## src/rtl/wdog_pkg.sv

```systemverilog
package wdog_pkg;
    localparam int WD_CNT_W = 16;

    typedef struct packed {
        logic                hrst_sel;
        logic                run_en;
        logic                frz_stop;
        logic                pre_en;
        logic [WD_CNT_W-1:0] reload;
    } wdog_cfg_t;

    localparam int WD_CFG_W = $bits(wdog_cfg_t);

    typedef enum logic [1:0] {
        CS_OFF,
        CS_RUN,
        CS_HOLD,
        CS_FIRE
    } core_state_e;

    typedef enum logic {
        KS_IDLE,
        KS_ARMED
    } key_state_e;
endpackage

```

## src/rtl/wdog_cfg_reg.sv

```systemverilog
module wdog_cfg_reg
    import wdog_pkg::*;
#(
    parameter logic [WD_CNT_W-1:0] RST_RELOAD = '1
) (
    input  logic                clk_i,
    input  logic                rst_ni,
    input  logic                we_i,
    input  logic [WD_CFG_W-1:0] wdata_i,
    output logic                accept_o,
    output wdog_cfg_t           cfg_o
);
    logic locked;

    assign accept_o = we_i && !locked;

    always_ff @(posedge clk_i or negedge rst_ni) begin
        if (!rst_ni) begin
            locked         <= 1'b0;
            cfg_o.hrst_sel <= 1'b1;
            cfg_o.run_en   <= 1'b1;
            cfg_o.frz_stop <= 1'b0;
            cfg_o.pre_en   <= 1'b1;
            cfg_o.reload   <= RST_RELOAD;
        end else if (accept_o) begin
            locked <= 1'b1;
            cfg_o  <= wdog_cfg_t'(wdata_i);
        end
    end

    // once the first write has landed, the stored word never changes
    p_write_once_r2: assert property (@(posedge clk_i) disable iff (!rst_ni)
        locked |=> $stable(cfg_o));
endmodule

```

## src/rtl/wdog_key_seq.sv

```systemverilog
module wdog_key_seq
    import wdog_pkg::*;
#(
    parameter logic [WD_CNT_W-1:0] KEY_A = 16'hC3A5,
    parameter logic [WD_CNT_W-1:0] KEY_B = 16'h3C5A
) (
    input  logic                clk_i,
    input  logic                rst_ni,
    input  logic                we_i,
    input  logic [WD_CNT_W-1:0] wdata_i,
    output logic                reload_o
);
    key_state_e state, state_nx;

    always_ff @(posedge clk_i or negedge rst_ni) begin
        if (!rst_ni) state <= KS_IDLE;
        else         state <= state_nx;
    end

    always_comb begin
        state_nx = state;
        unique case (state)
            KS_IDLE:  if (we_i && wdata_i == KEY_A) state_nx = KS_ARMED;
            KS_ARMED: if (we_i && wdata_i != KEY_A) state_nx = KS_IDLE;
            default:  state_nx = KS_IDLE;
        endcase
    end

    always_comb begin
        reload_o = (state == KS_ARMED) && we_i && (wdata_i == KEY_B);
    end

    // a completed pair always returns the sequence to idle
    p_pair_disarms_r7: assert property (@(posedge clk_i) disable iff (!rst_ni)
        reload_o |=> (state == KS_IDLE));
endmodule

```

## src/rtl/wdog_prescaler.sv

```systemverilog
module wdog_prescaler #(
    parameter int DIV = 2048
) (
    input  logic clk_i,
    input  logic rst_ni,
    input  logic pre_en_i,
    input  logic adv_i,
    input  logic clr_i,
    output logic tick_o
);
    generate
        if (DIV > 1) begin : g_div
            localparam int PW = $clog2(DIV);
            logic [PW-1:0] pc;
            logic          wrap;

            assign wrap = (pc == PW'(DIV - 1));

            always_ff @(posedge clk_i or negedge rst_ni) begin
                if (!rst_ni)                pc <= '0;
                else if (clr_i)             pc <= '0;
                else if (adv_i && pre_en_i) pc <= wrap ? '0 : pc + 1'b1;
            end

            assign tick_o = adv_i && (!pre_en_i || wrap);

            // prescaled ticks are never back to back
            p_tick_gap_r4: assert property (@(posedge clk_i) disable iff (!rst_ni)
                (tick_o && pre_en_i) |=> !(tick_o && pre_en_i));
        end else begin : g_nodiv
            logic unused_ok;
            assign unused_ok = pre_en_i ^ clr_i ^ clk_i ^ rst_ni;
            assign tick_o    = adv_i;
        end
    endgenerate
endmodule

```

## src/rtl/wdog_core.sv

```systemverilog
module wdog_core
    import wdog_pkg::*;
#(
    parameter logic [WD_CNT_W-1:0] RST_RELOAD = '1
) (
    input  logic                clk_i,
    input  logic                rst_ni,
    input  logic                enable_i,
    input  logic                action_i,
    input  logic                frozen_i,
    input  logic                tick_i,
    input  logic                load_i,
    input  logic [WD_CNT_W-1:0] load_val_i,
    input  logic [WD_CNT_W-1:0] reload_i,
    output logic                advance_o,
    output logic                presc_clr_o,
    output logic                nmi_o,
    output logic                hrst_o
);
    localparam logic [WD_CNT_W-1:0] ONE = WD_CNT_W'(1);

    function automatic logic [WD_CNT_W-1:0] fix_zero(input logic [WD_CNT_W-1:0] v);
        return (v == '0) ? ONE : v;
    endfunction

    core_state_e         state, state_nx;
    logic [WD_CNT_W-1:0] cnt;
    logic                expire;

    assign advance_o   = (state == CS_RUN) && !frozen_i;
    assign expire      = tick_i && (cnt <= ONE) && !load_i;
    assign presc_clr_o = load_i || expire;

    always_ff @(posedge clk_i or negedge rst_ni) begin
        if (!rst_ni) state <= CS_RUN;
        else         state <= state_nx;
    end

    always_comb begin
        state_nx = state;
        unique case (state)
            CS_OFF:  if (enable_i) state_nx = CS_RUN;
            CS_RUN: begin
                if (!enable_i)    state_nx = CS_OFF;
                else if (expire)  state_nx = CS_FIRE;
                else if (frozen_i) state_nx = CS_HOLD;
            end
            CS_HOLD: begin
                if (!enable_i)     state_nx = CS_OFF;
                else if (!frozen_i) state_nx = CS_RUN;
            end
            CS_FIRE: begin
                if (!enable_i)     state_nx = CS_OFF;
                else if (frozen_i) state_nx = CS_HOLD;
                else               state_nx = CS_RUN;
            end
            default: state_nx = CS_OFF;
        endcase
    end

    always_ff @(posedge clk_i or negedge rst_ni) begin
        if (!rst_ni)      cnt <= fix_zero(RST_RELOAD);
        else if (load_i)  cnt <= fix_zero(load_val_i);
        else if (expire)  cnt <= fix_zero(reload_i);
        else if (tick_i)  cnt <= cnt - ONE;
    end

    always_comb begin
        nmi_o  = (state == CS_FIRE) && !action_i;
        hrst_o = (state == CS_FIRE) &&  action_i;
    end

    // the expiry state lasts a single clock
    p_fire_single_r11: assert property (@(posedge clk_i) disable iff (!rst_ni)
        (state == CS_FIRE) |=> (state != CS_FIRE));
    // a paused count only moves through an explicit load
    p_hold_static_r8: assert property (@(posedge clk_i) disable iff (!rst_ni)
        (state == CS_HOLD && !load_i) |=> $stable(cnt));
    // a disabled watchdog settles in the off state
    p_off_quiet_r9: assert property (@(posedge clk_i) disable iff (!rst_ni)
        !enable_i |=> (state == CS_OFF));
    // a load places the (zero-corrected) value in the counter
    p_load_value_r6: assert property (@(posedge clk_i) disable iff (!rst_ni)
        load_i |=> (cnt == fix_zero($past(load_val_i))));
endmodule

```

## src/rtl/wdog_ctrl.sv

```systemverilog
module wdog_ctrl
    import wdog_pkg::*;
#(
    parameter int                  PRE_DIV    = 2048,
    parameter logic [WD_CNT_W-1:0] RST_RELOAD = 16'hFFFF,
    parameter logic [WD_CNT_W-1:0] KEY_A      = 16'hC3A5,
    parameter logic [WD_CNT_W-1:0] KEY_B      = 16'h3C5A
) (
    input  logic                clk_i,
    input  logic                rst_ni,
    input  logic                cfg_we_i,
    input  logic [WD_CFG_W-1:0] cfg_wdata_i,
    input  logic                svc_we_i,
    input  logic [WD_CNT_W-1:0] svc_wdata_i,
    input  logic                freeze_i,
    output logic                nmi_o,
    output logic                hreset_req_o
);
    wdog_cfg_t           cfg;
    logic                cfg_accept;
    logic                svc_reload;
    logic                load;
    logic [WD_CNT_W-1:0] load_val;
    logic                frozen;
    logic                advance;
    logic                presc_clr;
    logic                tick;

    wdog_cfg_reg #(.RST_RELOAD(RST_RELOAD)) u_cfg (
        .clk_i   (clk_i),
        .rst_ni  (rst_ni),
        .we_i    (cfg_we_i),
        .wdata_i (cfg_wdata_i),
        .accept_o(cfg_accept),
        .cfg_o   (cfg)
    );

    wdog_key_seq #(.KEY_A(KEY_A), .KEY_B(KEY_B)) u_keys (
        .clk_i   (clk_i),
        .rst_ni  (rst_ni),
        .we_i    (svc_we_i),
        .wdata_i (svc_wdata_i),
        .reload_o(svc_reload)
    );

    assign load     = cfg_accept || svc_reload;
    assign load_val = cfg_accept ? cfg_wdata_i[WD_CNT_W-1:0] : cfg.reload;
    assign frozen   = freeze_i && cfg.frz_stop;

    wdog_prescaler #(.DIV(PRE_DIV)) u_pre (
        .clk_i   (clk_i),
        .rst_ni  (rst_ni),
        .pre_en_i(cfg.pre_en),
        .adv_i   (advance),
        .clr_i   (presc_clr),
        .tick_o  (tick)
    );

    wdog_core #(.RST_RELOAD(RST_RELOAD)) u_core (
        .clk_i      (clk_i),
        .rst_ni     (rst_ni),
        .enable_i   (cfg.run_en),
        .action_i   (cfg.hrst_sel),
        .frozen_i   (frozen),
        .tick_i     (tick),
        .load_i     (load),
        .load_val_i (load_val),
        .reload_i   (cfg.reload),
        .advance_o  (advance),
        .presc_clr_o(presc_clr),
        .nmi_o      (nmi_o),
        .hrst_o     (hreset_req_o)
    );

    // the two expiry outputs never rise together
    p_one_action_r5: assert property (@(posedge clk_i) disable iff (!rst_ni)
        !(nmi_o && hreset_req_o));
endmodule

```

## config.mk

```make
export PLATFORM = sky130hd
export DESIGN_NAME = wdog_ctrl
export DESIGN_NICKNAME = d
export VERILOG_FILES = /design/src/rtl/wdog_pkg.sv /design/src/rtl/wdog_cfg_reg.sv /design/src/rtl/wdog_key_seq.sv /design/src/rtl/wdog_prescaler.sv /design/src/rtl/wdog_core.sv /design/src/rtl/wdog_ctrl.sv
export SDC_FILE = /design/constraint.sdc
export NUM_CORES = 1
export LEC_CHECK = 0
export BUFFER_PORTS_ARGS = -buffer_cell sky130_fd_sc_hd__buf_2
export CAP_MARGIN = 20
export CORE_ASPECT_RATIO = 0.7
export CORE_MARGIN = 2
export CORE_UTILIZATION = 34
export DETAILED_ROUTE_END_ITERATION = 16
export SLEW_MARGIN = 20
export SYNTH_ARGS = -nofsm -noshare
export SYNTH_HDL_FRONTEND = slang
export SYNTH_HIERARCHICAL = 1
export SYNTH_SLANG_ARGS = --single-unit
```

## constraint.sdc

```tcl
create_clock -name clk_i -period 4.9 [get_ports clk_i]
set_input_delay 0.245 -clock clk_i [delete_from_list [all_inputs] [get_ports clk_i]]
set_output_delay 0.245 -clock clk_i [all_outputs]
set_load 0.005 [all_outputs]
```

Word-level counts from Yosys, hierarchy flattened
Cells that the tools add are included.
- $lt $le $gt $ge: 1
- add/subtract/negate cells: 2
- bitwise operators: 1
- eq/ne operators: 10
- muxes and demuxes: 21
- reductions and logical operators: 27
- operators by type and width (kind ; count):
    16-bit 2-to-1 mux ; 6
    11-bit 2-to-1 mux ; 3
    16-bit zero test ; 2
    16-bit by 14-bit == test with 1-bit output (second input constant) ; 1
    16-bit == test (second input constant) ; 1
    16-bit by 1-bit less-or-equal comparator with 1-bit output (second input constant) ; 1
    2-bit 2-to-1 mux ; 8
    16-bit != test (second input constant) ; 1
    16-bit by 1-bit subtractor with 16-bit output (second input constant) ; 1
    1-bit logical AND ; 13
    11-bit by 1-bit adder with 11-bit output (second input constant) ; 1
    11-bit == test (second input constant) ; 1
    2-bit case mux with 4 select lines ; 1
    1-bit zero test ; 5
    2-bit == test (second input constant) ; 2
    4-bit by 2-bit != test with 1-bit output (second input constant) ; 1
    1-bit logical OR ; 3
    3-bit != test (second input constant) ; 1
    3-bit AND reduction ; 1
    3-bit nonzero test ; 1
    2-bit by 1-bit == test with 1-bit output (second input constant) ; 1
    2-bit zero test ; 1
    1-bit 2-to-1 mux ; 2
    2-bit != test (second input constant) ; 1
    3 further kinds ; 3
- output and inout port bits: 2
- register bits: 51
- word-level logic and storage cells: 72
- input port bits: 41

Logic depth before layout (Yosys ltp)
Gate-level depths: netlist of the first run.
- depth in word-level cells: 9
- depth in mapped cells: 15
- mapped depth without buffers: 12

Modules after synthesis
The synthesis of the first run kept the hierarchy.
- modules (own cells, without submodules) (module ; cells an instance ; sequential area each (µm²) ; area each (µm²) ; instances):
    wdog_core ; 171 ; 471.7 ; 1446.4 ; 1
    wdog_cfg_reg ; 45 ; 549.3 ; 905.9 ; 1
    wdog_prescaler ; 65 ; 275.3 ; 585.6 ; 1
    wdog_ctrl ; 20 ; 0.0 ; 257.7 ; 1
    wdog_key_seq ; 16 ; 25.0 ; 140.1 ; 1

Worst setup path before layout of the first run
No wires, ideal clock.
- path kind: reg-to-reg
- start point: register u_core.state[0]
- end point: register u_pre.g_div.pc[7]
- data arrival time: 2.793 ns
- period minus slack after synthesis: 2.911 ns
- stages on the path, launching flop included: 15
- setup time: 0.119 ns
- path slack: 1.989 ns
- data required time: 4.781 ns
- path through: dfstp_2 -> inv_1 -> nor3_1 -> a21boi_2 -> inv_1 -> clkbuf_1 -> nor3_1 -> nand3_1 -> buf_2 -> nand2_1 -> buf_2 -> a21oi_1 -> nor3_1 -> xnor2_1 -> nor2_1
- cells in the longest elaborated chain, start to end: 7
- ends and longest elaborated chain (element ; RTL line ; RTL):
    from (decl) ; wdog_core.sv:26 ; core_state_e state, state_nx;
    from (signal assigned) ; wdog_core.sv:36 ; else state <= state_nx;
    2-bit by 1-bit == test with 1-bit output * ; wdog_core.sv:30 ; assign advance_o = (state == CS_RUN) && !frozen_i;
    1-bit logical AND * ; wdog_core.sv:30 ;
    named net advance ; wdog_ctrl.sv:25 ; logic advance;
    1-bit logical AND * ; wdog_prescaler.sv:25 ; assign tick_o = adv_i && (!pre_en_i || wrap);
    named net tick ; wdog_ctrl.sv:27 ; logic tick;
    1-bit logical AND * (2 in series) ; wdog_core.sv:31 ; assign expire = tick_i && (cnt <= ONE) && !load_i;
    1-bit logical OR * ; wdog_core.sv:32 ; assign presc_clr_o = load_i || expire;
    named net presc_clr ; wdog_ctrl.sv:26 ; logic presc_clr;
    11-bit 2-to-1 mux or 2-bit nonzero test (tied branches) ; -- ;
    to (signal assigned) ; wdog_prescaler.sv:22 ; else if (adv_i && pre_en_i) pc <= wrap ? '0 : pc + 1'b1;
    to (decl) ; wdog_prescaler.sv:14 ; logic [PW-1:0] pc;
Mark *: on every way through the listed nets, which the timed path passes. The rest lies on a longest branch.
A chain may end at the register's enable or synchronous reset.

Final worst setup path of the first run
- start point: register u_core.state[0]
- end point: register u_core.cnt[8]
- cells in the longest elaborated chain, start to end: 7
- ends and longest elaborated chain (element ; RTL line ; RTL):
    2-bit by 1-bit == test with 1-bit output * ; wdog_core.sv:30 ;
    1-bit logical AND * ; wdog_core.sv:30 ;
    named net advance ; wdog_ctrl.sv:25 ;
    1-bit logical AND * ; wdog_prescaler.sv:25 ;
    named net tick ; wdog_ctrl.sv:27 ;
    1-bit logical AND (2 in series) ; wdog_core.sv:31 ;
    16-bit 2-to-1 mux ; wdog_core.sv:64 ; else if (expire) cnt <= fix_zero(reload_i);
    16-bit 2-to-1 mux ; wdog_core.sv:63 ; else if (load_i) cnt <= fix_zero(load_val_i);
    to (signal assigned) ; wdog_core.sv:63 ;
    to (signal assigned) ; wdog_core.sv:64 ;
    to (signal assigned) ; wdog_core.sv:65 ; else if (tick_i) cnt <= cnt - ONE;
    to (decl) ; wdog_core.sv:27 ; logic [WD_CNT_W-1:0] cnt;
Marks and branches as above.

==> reports/results.tsv, run 1 <==
stage	metric	value	unit
outcome	status	finished, final reports clean	
critical_path	CP Capture Type	flop	
critical_path	r2r setup slk	1.05	ns
final_layout	ant diodes	0	
grt	vias in the first global route	2684	
sta	period utilization	78.7	%
critical_path	critical path's slowest cell	nor4_4	
place	GPL Wtd Cong	0.875	
drt	via count	2778	
critical_path	WP data required	5.11	ns
cts	Reg clk slew, reported paths	0.07	ns
drt	drt pass-1 iters	5	
final_layout	ratio of cells with drive above 1 in the final layout	40.3	%
cts	Max H-tree Level	2	
sta	Hold Violations, Final	0	
final_layout	post-layout util	39.5	%
place	dpl hpwl	6100	um
critical_path	Register-to-Register Path Depth	8	
sta	Final Max Slew Viols	0	
critical_path	Crit Path Max Fanout	13	
drt	final wirelength	8380	um
yosys	#FFs+latches synth	51	
min_path	Worst Hold Class	in2async	
sta	slew margin rel.	52.2	%
sta	RSZ-0062 raised after global routing	no	
floorplanning	die width	122	um
cts	clock buffer depth	2	
final_layout	Area Overhead vs Synth	13.8	%
critical_path	CP Buf/Inv Count	2	
pwr	Design Power	0.00127	W
floorplanning	Die Y	86.9	um
drt	Antenna Nets Post-Route	0	
yosys	Post-synth EDFFs	0	
critical_path	crit-path max cell delay	0.68	ns
cts	CTS tree	done	
yosys	post-synthesis sequential area ratio	39.6	%
floorplanning	FP Rows	30	
cts	clk sinks	51	
grt	grt ovf	0	
floorplanning	Starting Density	34.7	%
sta	Tmin final	3.85	ns
floorplanning	core area	9610	sq um
cts	post-CTS sizing	0	
cts	Clock Latency Late Sink	0.30	ns
floorplanning	Die Area	10600	sq um
yosys	Mean Syn Cell Area	10.5	sq um
cts	hold_buf cts	0	
pwr	cell area power density	335	nW/um^2
sta	f_max	0.259	GHz
drt	DRC	0	
critical_path	critical path type	reg2reg	
final_layout	Final Net Count	405	
yosys	Syn Inst Count	317	
floorplanning	Top-Level Pins	43	
yosys	post-synth cell types	70	
yosys	syn_nets	361	
critical_path	CP top delay family	simple AND/OR/NAND/NOR gates	
drt	DR WL/cell	17.1	um
cts	root buffer cell	clkbuf_16	
sta	actual slew at the worst max-slew pin	0.707	ns
sta	final setup vio count	0	
pwr	leakage	1.52	nW
yosys	Synth Flop Type	dfstp_2	
critical_path	element type at the critical path start	flop	
yosys	Synthesis Warnings	6	
cts	Num CTS Buffers	5	
critical_path	worst-path cell chain	inv_1 > nor3_1 > a21boi_2 > inv_1 > or3_1 > nor4_4 > a2111oi_0 > a211oi_2	
critical_path	cell mode on critical path	inv_1	
grt	initial antenna violation count	0	
critical_path	RR Startpoint	u_core/state[0]	
grt	first-pass GRT wire length	14100	um
critical_path	Critical R2R Capture	u_core/cnt[8]	
sta	total negative setup slack	0	ns
cts	setup bufs post-CTS	0	
grt	largest net degree at the start of global routing	52	
drt	Avg Vias per Cell	5.67	
drt	Iteration-0 DRC Markers	184	
flow_run	max cap viols	0	
sta	Setup Skew	0.00876	ns
yosys	Mapped Area	3340	sq um
critical_path	Critical Path AT	4.07	ns
yosys	ys async rst share	100	%
pwr	Peak VDD IR	0.000130	V
place	port bufs	42	
grt	Tot GR Track Use	16.9	%
sta	hold_ws	0.0500	ns
[per-layer routing]
metal	vias to the layer above	wire (um)	global-route usage, %
li1	1301	-	-
met1	1358	4250	26.0
met2	109	3440	23.2
met3	10	566	3.47
met4	0	125	5.33
met5	-	0	0
[synthesized netlist by cell type, types with 4 or more instances]
master    number  area, sq um
clkbuf_1       4         15.0
a22oi_1        7         52.6
nor4_1        12         75.1
a21oi_1        8         40.0
nor3_1        12         60.1
inv_1         10         37.5
nand4_1        5         31.3
buf_2          4         20.0
nand3_1       18         90.1
mux2_2         8         90.1
or4_1          4         30.0
o21ai_0        5         25.0
dfstp_2       36          946
nor2_1        34          128
a31oi_1        6         37.5
nand2_1       17         63.8
dfrtp_1       15          375
o31ai_1        4         30.0
mux2_4        28          420
xnor2_1        6         52.6
[worst reg2reg max path: stages (launching register included)]
cell       delay, ns
dfstp_2         0.55
inv_1           0.05
nor3_1          0.48
a21boi_2        0.65
inv_1           0.36
or3_1           0.56
nor4_4          0.68
a2111oi_0       0.26
a211oi_2        0.19
[cells in the final DEF, fill, tap and decap left out, types with 2 or more instances in the layout]
master / n
a311oi_1: 2
xnor2_1: 6
nand3_1: 18
o21ai_0: 5
a211oi_1: 3
nor4_1: 12
o31ai_1: 4
mux2_2: 8
mux2_4: 28
ha_1: 3
a21oi_1: 8
a41oi_1: 2
o311ai_0: 2
nand4b_1: 2
and3_1: 3
and2_1: 3
buf_2: 42
nand3b_1: 3
or3_1: 3
or4_1: 4
a22oi_1: 7
dfrtp_1: 15
nor2_1: 34
mux2i_1: 3
xor2_1: 2
a221oi_1: 2
a31oi_1: 6
and4bb_2: 2
nand2_1: 17
buf_4: 7
clkinv_2: 2
nand4_1: 5
nor3_1: 12
dfstp_2: 36
clkbuf_16: 5
o211ai_1: 2
inv_1: 10
[where the power goes]
group	switching (W)	total, W	internal [W]
clock network	0.000165	0.000355	0.000190
registers	0.0000856	0.000615	0.000529
logic	0.000158	0.000302	0.000143
total	0.000409	0.00127	0.000862
[cells by family (layout without fill, tap and decap cells)]
| family | count (synthesis) | count (layout) | share of synthesized area [%] |
|---|---|---|---|
| buffers and inverters | 22 | 67 | 4.31 |
| AND/OR/NAND/NOR | 133 | 133 | 22.8 |
| flip-flops | 51 | 51 | 39.6 |
| multiplexers | 39 | 39 | 16.2 |
| AO/OA/AOI/OAI | 61 | 61 | 13.9 |
| XOR/XNOR | 8 | 8 | 2.10 |
| adder cells (fa/ha/maj) | 3 | 3 | 1.13 |
[through the flow]
stage	worst slack, ns	cells	instance area, sq um
floorplan	1.99	317	3340
global route	0.767	490	3800
finish	1.05	490	3800
global placement	1.30	482	3650
CTS	1.12	490	3800
detailed placement	1.16	482	3650
[worst max path at each step]
stage / slack, ns / start / cells after the start / end
after floorplan: 1.99 / u_core/state[0] / 14 / u_pre/g_div.pc[7]
after global placement: 1.30 / u_core/state[0] / 8 / u_core/cnt[8]
after detailed placement: 1.16 / u_core/state[0] / 8 / u_core/cnt[8]
after CTS: 1.12 / u_core/state[0] / 8 / u_core/cnt[8]
after global routing: 0.77 / u_core/state[0] / 8 / u_core/cnt[2]
final: 1.05 / u_core/state[0] / 8 / u_core/cnt[8]
[layout make-up]
| class | instances | area, sq um |
|---|---|---|
| timing repair buffer | 49 | 263 |
| clock buffer | 5 | 125 |
| inverter | 10 | 37.5 |
| tap | 128 | 160 |
| multi-input combinational | 244 | 1870 |
| sequential | 51 | 1320 |
| clock inverter | 3 | 18.8 |
| fill | 980 | 5810 |
[state kept, by name, summed over array words and instances, names as in the netlist, named ones only]
register and cells:
u_cfg/locked 1, u_pre/g_div.pc 11, u_core/cnt 16, u_cfg/cfg_o 20, u_core/state 2
(Power assumes the default switching activity.)
==> run 2, diff against run 1 <==
==> constraint.sdc (replaced) <==
create_clock -name clk_i -period 3.72 [get_ports clk_i]
set_input_delay 0.186 -clock clk_i [delete_from_list [all_inputs] [get_ports clk_i]]
set_output_delay 0.186 -clock clk_i [all_outputs]
set_load 0.005 [all_outputs]
==> reports/results.tsv, run 2 (synthesis results as in run 1) <==
stage	metric	value	unit
critical_path	WP data required	3.90	ns
final_layout	Final Net Count	408	
critical_path	r2r setup slk	0.36	ns
final_layout	# fillers	966	
cts	Clock Latency Late Sink	0.30	ns
pwr	Peak VDD IR	0.000167	V
sta	RSZ-0062 raised after global routing	no	
floorplanning	die width	122	um
sta	total negative setup slack	0	ns
cts	setup bufs post-CTS	0	
drt	Iteration-0 DRC Markers	242	
place	GPL Wtd Cong	0.879	
final_layout	commonest cells after routing, fill and taps aside	42 x buf_2, 36 x dfstp_2, 34 x nor2_1, 28 x mux2_4, 18 x nand3_1	
critical_path	CP Capture Type	flop	
sta	Tmin final	3.36	ns
cts	clk sinks	51	
floorplanning	Die Area	10600	sq um
drt	DRC	0	
place	dpl hpwl	6080	um
sta	final setup vio count	0	
floorplanning	core area	9610	sq um
critical_path	Critical Path AT	3.53	ns
sta	f_max	0.298	GHz
pwr	cell area power density	436	nW/um^2
sta	Hold Violations, Final	0	
cts	root buffer cell	clkbuf_16	
grt	first-pass GRT wire length	14200	um
place	port bufs	42	
critical_path	Critical R2R Capture	u_core/cnt[12]	
drt	Antenna Nets Post-Route	0	
critical_path	Critical Path Source	u_cfg/cfg_o[17]	
final_layout	Final Instance Area	3820	sq um
pwr	leakage	1.52	nW
sta	actual slew at the worst max-slew pin	1.01	ns
final_layout	ant diodes	0	
final_layout	Area Overhead vs Synth	14.5	%
flow_run	max cap viols	0	
grt	largest net degree at the start of global routing	32	
sta	slew margin rel.	31.9	%
grt	grt ovf	0	
cts	Reg clk slew, reported paths	0.07	ns
critical_path	element type at the critical path start	flop	
final_layout	top flop regs	u_cfg/cfg_o x20, u_core/cnt x16, u_pre/g_div.pc x11	
grt	vias in the first global route	2687	
drt	DR WL/cell	16.9	um
drt	Avg Vias per Cell	5.62	
floorplanning	Starting Density	34.7	%
final_layout	most common cell after layout, fill and taps aside	buf_2	
drt	via count	2769	
sta	period utilization	90.2	%
cts	post-CTS sizing	0	
grt	Tot GR Track Use	17.0	%
grt	initial antenna violation count	0	
final_layout	Biggest register	u_cfg/cfg_o	
drt	final wirelength	8320	um
critical_path	RR Startpoint	u_cfg/cfg_o[17]	
floorplanning	Die Y	86.9	um
floorplanning	FP Rows	30	
sta	Setup Skew	0.0121	ns
cts	Max H-tree Level	2	
final_layout	max FFs per register	20	
final_layout	ratio of cells with drive above 1 in the final layout	40.3	%
place	placement-stage cell area	3670	sq um
floorplanning	Top-Level Pins	43	
critical_path	Register-to-Register Path Depth	8	
min_path	Worst Hold Class	in2reg	
sta	Final Max Slew Viols	0	
cts	CTS tree	done	
critical_path	Crit Path Max Fanout	11	
outcome	status	finished, final reports clean	
critical_path	critical path type	reg2reg	
drt	drt pass-1 iters	6	
cts	Num CTS Buffers	5	
cts	clock buffer depth	2	
critical_path	Setup crit end	u_core/cnt[12]	
==> run 2: worst min-delay path by stage <==
stage | startpoint | endpoint | slack [ns] | depth (start not counted)
floorplan | rst_ni | u_cfg/cfg_o[17] | -0.11 | 0
global placement | rst_ni | u_pre/g_div.pc[6] | 0.28 | 1
detailed placement | rst_ni | u_pre/g_div.pc[3] | 0.29 | 1
CTS | cfg_we_i | u_cfg/locked | 0.1 | 2
global route | cfg_we_i | u_cfg/locked | 0.09 | 2
finish | svc_we_i | flop | 0.10 | 2
==> run 2: what timing repair did <==
| action | in CTS | in global routing |
|---|---|---|
| hold buffers | 1 | 0 |
| setup endpoints to repair | 0 | 0 |
| endpoints found under the hold margin | 12 | 0 |
==> run 2: critical path, cell delays in order, from the launching register on <==
cell and delay, ns:
dfrtp_1 0.38, and2_1 0.16, nor3_1 0.58, a21boi_2 0.28, inv_1 0.19, or3_1 0.52, nor4_4 0.67, a22oi_1 0.27
o311ai_0 0.19
==> run 2: final cells by class <==
| cell class | instances | area [sq um] | area share, % |
|---|---|---|---|
| clock inverters | 2 | 12.5 | 0.328 |
| well taps | 128 | 160 | 4.19 |
| multi-input cells | 244 | 1870 | 49.0 |
| flip-flops and latches | 51 | 1320 | 34.6 |
| inverters | 10 | 37.5 | 0.983 |
| clock buffers | 6 | 129 | 3.37 |
| repair buffers | 52 | 288 | 7.54 |
==> run 2: stage by stage <==
step | power, W | utilization [%] | std cells | worst slack, ns | hold WS, ns
after floorplan | 0.00108 | - | 317 | 0.809 | -0.110
after global routing | 0.00178 | 39.7 | 493 | 0.0669 | 0.0917
after CTS | 0.00167 | 39.7 | 493 | 0.451 | 0.0998
after global placement | 0.00120 | 38.2 | 484 | 0.604 | 0.276
final | 0.00166 | 39.7 | 493 | 0.363 | 0.102
after detailed placement | 0.00121 | 38.2 | 484 | 0.465 | 0.288
==> run 2: layer usage <==
layer,vias to the layer above,global-route usage (%),routed length (um)
met5,-,0,0
met4,0,4.18,116
met3,15,5.24,686
met2,117,23.3,3310
met1,1330,25.7,4210
li1,1307,-,-
==> run 2: power by group <==
| group | internal [W] | total [W] | switching, W | leakage (nW) |
|---|---|---|---|---|
| registers | 0.000697 | 0.000810 | 0.000113 | 0.567 |
| logic | 0.000192 | 0.000401 | 0.000209 | 0.890 |
| clock network | 0.000249 | 0.000454 | 0.000205 | 0.0669 |
| total | 0.00114 | 0.00166 | 0.000527 | 1.52 |
==> run 3, diff against run 2 <==
--- a/config.mk
+++ b/config.mk
@@ -11,6 +11,7 @@
 export CORE_MARGIN = 2
 export CORE_UTILIZATION = 34
 export DETAILED_ROUTE_END_ITERATION = 16
+export MAX_ROUTING_LAYER = met4
 export SLEW_MARGIN = 20
 export SYNTH_ARGS = -nofsm -noshare
 export SYNTH_HDL_FRONTEND = slang
==> constraint.sdc (replaced) <==
create_clock -name clk_i -period 3.72 [get_ports clk_i]
set_input_delay 0.558 -clock clk_i [delete_from_list [all_inputs] [get_ports clk_i]]
set_output_delay 0.558 -clock clk_i [all_outputs]
set_load 0.005 [all_outputs]
==> reports/results.tsv, run 3 (synthesis results as in run 1) <==
stage	metric	value	unit
pwr	leakage	1.52	nW
critical_path	critical path type	reg2reg	
place	GPL Wtd Cong	0.902	
cts	Reg clk slew, reported paths	0.06	ns
grt	initial antenna violation count	0	
flow_run	max cap viols	0	
sta	f_max	0.318	GHz
min_path	Worst Hold Class	in2async	
pwr	Design Power	0.00168	W
floorplanning	core area	9610	sq um
place	Worst Setup Slack post-DPL	0.467	ns
critical_path	Critical Path AT	3.36	ns
cts	Clock Latency Late Sink	0.30	ns
critical_path	CP Buf/Inv Count	1	
cts	Max H-tree Level	2	
pwr	cell area power density	440	nW/um^2
floorplanning	Top-Level Pins	43	
floorplanning	Starting Density	34.7	%
pwr	Peak VDD IR	0.000180	V
drt	DRC	0	
critical_path	CP Capture Type	flop	
critical_path	element type at the critical path start	flop	
final_layout	Final Instance Area	3810	sq um
final_layout	Area Overhead vs Synth	14.4	%
final_layout	Final Net Count	406	
sta	period utilization	84.4	%
drt	final wirelength	8540	um
sta	total negative setup slack	0	ns
drt	DR WL/cell	17.4	um
critical_path	r2r setup slk	0.58	ns
critical_path	critical path's slowest cell	nor4_4	
critical_path	Critical R2R Capture	u_core/cnt[8]	
sta	Hold Violations, Final	0	
drt	Iteration-0 DRC Markers	168	
grt	Tot GR Track Use	17.7	%
final_layout	most common cell after layout, fill and taps aside	buf_2	
final_layout	max FFs per register	20	
sta	PnR worst setup slack	0.579	ns
sta	final setup vio count	0	
final_layout	Biggest register	u_cfg/cfg_o	
drt	drt pass-1 iters	4	
critical_path	crit-path max cell delay	0.66	ns
drt	Avg Vias per Cell	5.59	
grt	grt ovf	0	
sta	Final Max Slew Viols	0	
final_layout	ratio of cells with drive above 1 in the final layout	40.2	%
drt	via count	2745	
final_layout	ant diodes	0	
final_layout	commonest cells after routing, fill and taps aside	42 x buf_2, 36 x dfstp_2, 34 x nor2_1, 28 x mux2_4, 18 x nand3_1	
grt	vias in the first global route	2691	
cts	clk sinks	51	
cts	root buffer cell	clkbuf_16	
cts	hold_buf cts	0	
critical_path	Register-to-Register Path Depth	8	
cts	post-CTS sizing	0	
place	dpl hpwl	6410	um
critical_path	CP top delay family	simple AND/OR/NAND/NOR gates	
sta	Tmin final	3.14	ns
critical_path	RR Startpoint	u_pre/g_div.pc[3]	
sta	RSZ-0062 raised after global routing	no	
cts	CTS tree	done	
grt	first-pass GRT wire length	14100	um
floorplanning	FP Rows	30	
outcome	status	finished, final reports clean	
grt	largest net degree at the start of global routing	40	
sta	actual slew at the worst max-slew pin	0.913	ns
cts	clock buffer depth	2	
critical_path	Crit Path Max Fanout	11	
critical_path	WP data required	3.94	ns
floorplanning	Die Area	10600	sq um
floorplanning	die width	122	um
critical_path	Critical Path Source	u_pre/g_div.pc[3]	
cts	Num CTS Buffers	5	
place	port bufs	42	
floorplanning	Die Y	86.9	um
place	placement-stage cell area	3670	sq um
sta	Setup Skew	0.0102	ns
sta	slew margin rel.	38.4	%
critical_path	worst-path cell chain	nand4_2 > or3_4 > a21boi_2 > inv_1 > or3_1 > nor4_4 > a2111oi_0 > a211oi_2	
drt	Antenna Nets Post-Route	0	
cts	setup bufs post-CTS	0	
final_layout	top flop regs	u_cfg/cfg_o x20, u_core/cnt x16, u_pre/g_div.pc x11	
==> run 3: changes by cell type in the layout (fill, tap and decap cells not counted), sizes merged <==
cell	change
buf	-1
clkinv	+1
clkinvlp	-1
dlygate4sd3	-1
==> run 3: layout make-up <==
class,count,area (sq um)
fill,986,5790
multi-input combinational,244,1870
sequential,51,1320
timing repair buffer,50,283
tap,128,160
clock buffer,6,129
inverter,10,37.5
clock inverter,2,13.8
==> run 3: worst register-to-register path: stages, from the launching register on <==
cell	delay, ns
dfrtp_1	0.44
nand4_2	0.18
or3_4	0.46
a21boi_2	0.17
inv_1	0.19
or3_1	0.52
nor4_4	0.66
a2111oi_0	0.25
a211oi_2	0.18
==> run 3: how the worst max path moves through the flow <==
stage	to	slack (ns)	cells past startpoint
2_1_floorplan	u_pre/g_div.pc[7]	0.61	14
3_3_place_gp	u_core/cnt[12]	0.52	8
3_5_place_dp	u_core/cnt[12]	0.47	10
4_1_cts	u_core/cnt[8]	0.57	8
5_1_grt	u_core/cnt[12]	0.36	8
6_report	u_core/cnt[8]	0.58	8
==> run 3: stage by stage <==
| step | utilization, % | std cells | hold slack (ns) |
|---|---|---|---|
| after floorplan | - | 317 | 0.262 |
| final | 39.7 | 491 | 0.399 |
| after detailed placement | 38.2 | 483 | 0.493 |
| after global placement | 38.2 | 483 | 0.489 |
| after global routing | 39.7 | 491 | 0.461 |
| after CTS | 39.7 | 491 | 0.433 |
==> run 3: report_power, final <==
group          switching, W  internal (W)  leakage, nW  total (W)
Combinational      0.000211      0.000193        0.881   0.000405
Clock              0.000213      0.000250       0.0708   0.000463
Sequential         0.000113      0.000697        0.567   0.000810
Total              0.000537       0.00114         1.52    0.00168
==> run 3: metal layers <==
layer / GRT usage, % / vias up / wire (um)
li1: - / 1310 / -
met1: 26.9 / 1353 / 4470
met2: 23.6 / 75 / 3450
met3: 3.99 / 7 / 541
met4: 3.87 / 0 / 80
met5: - / - / 0
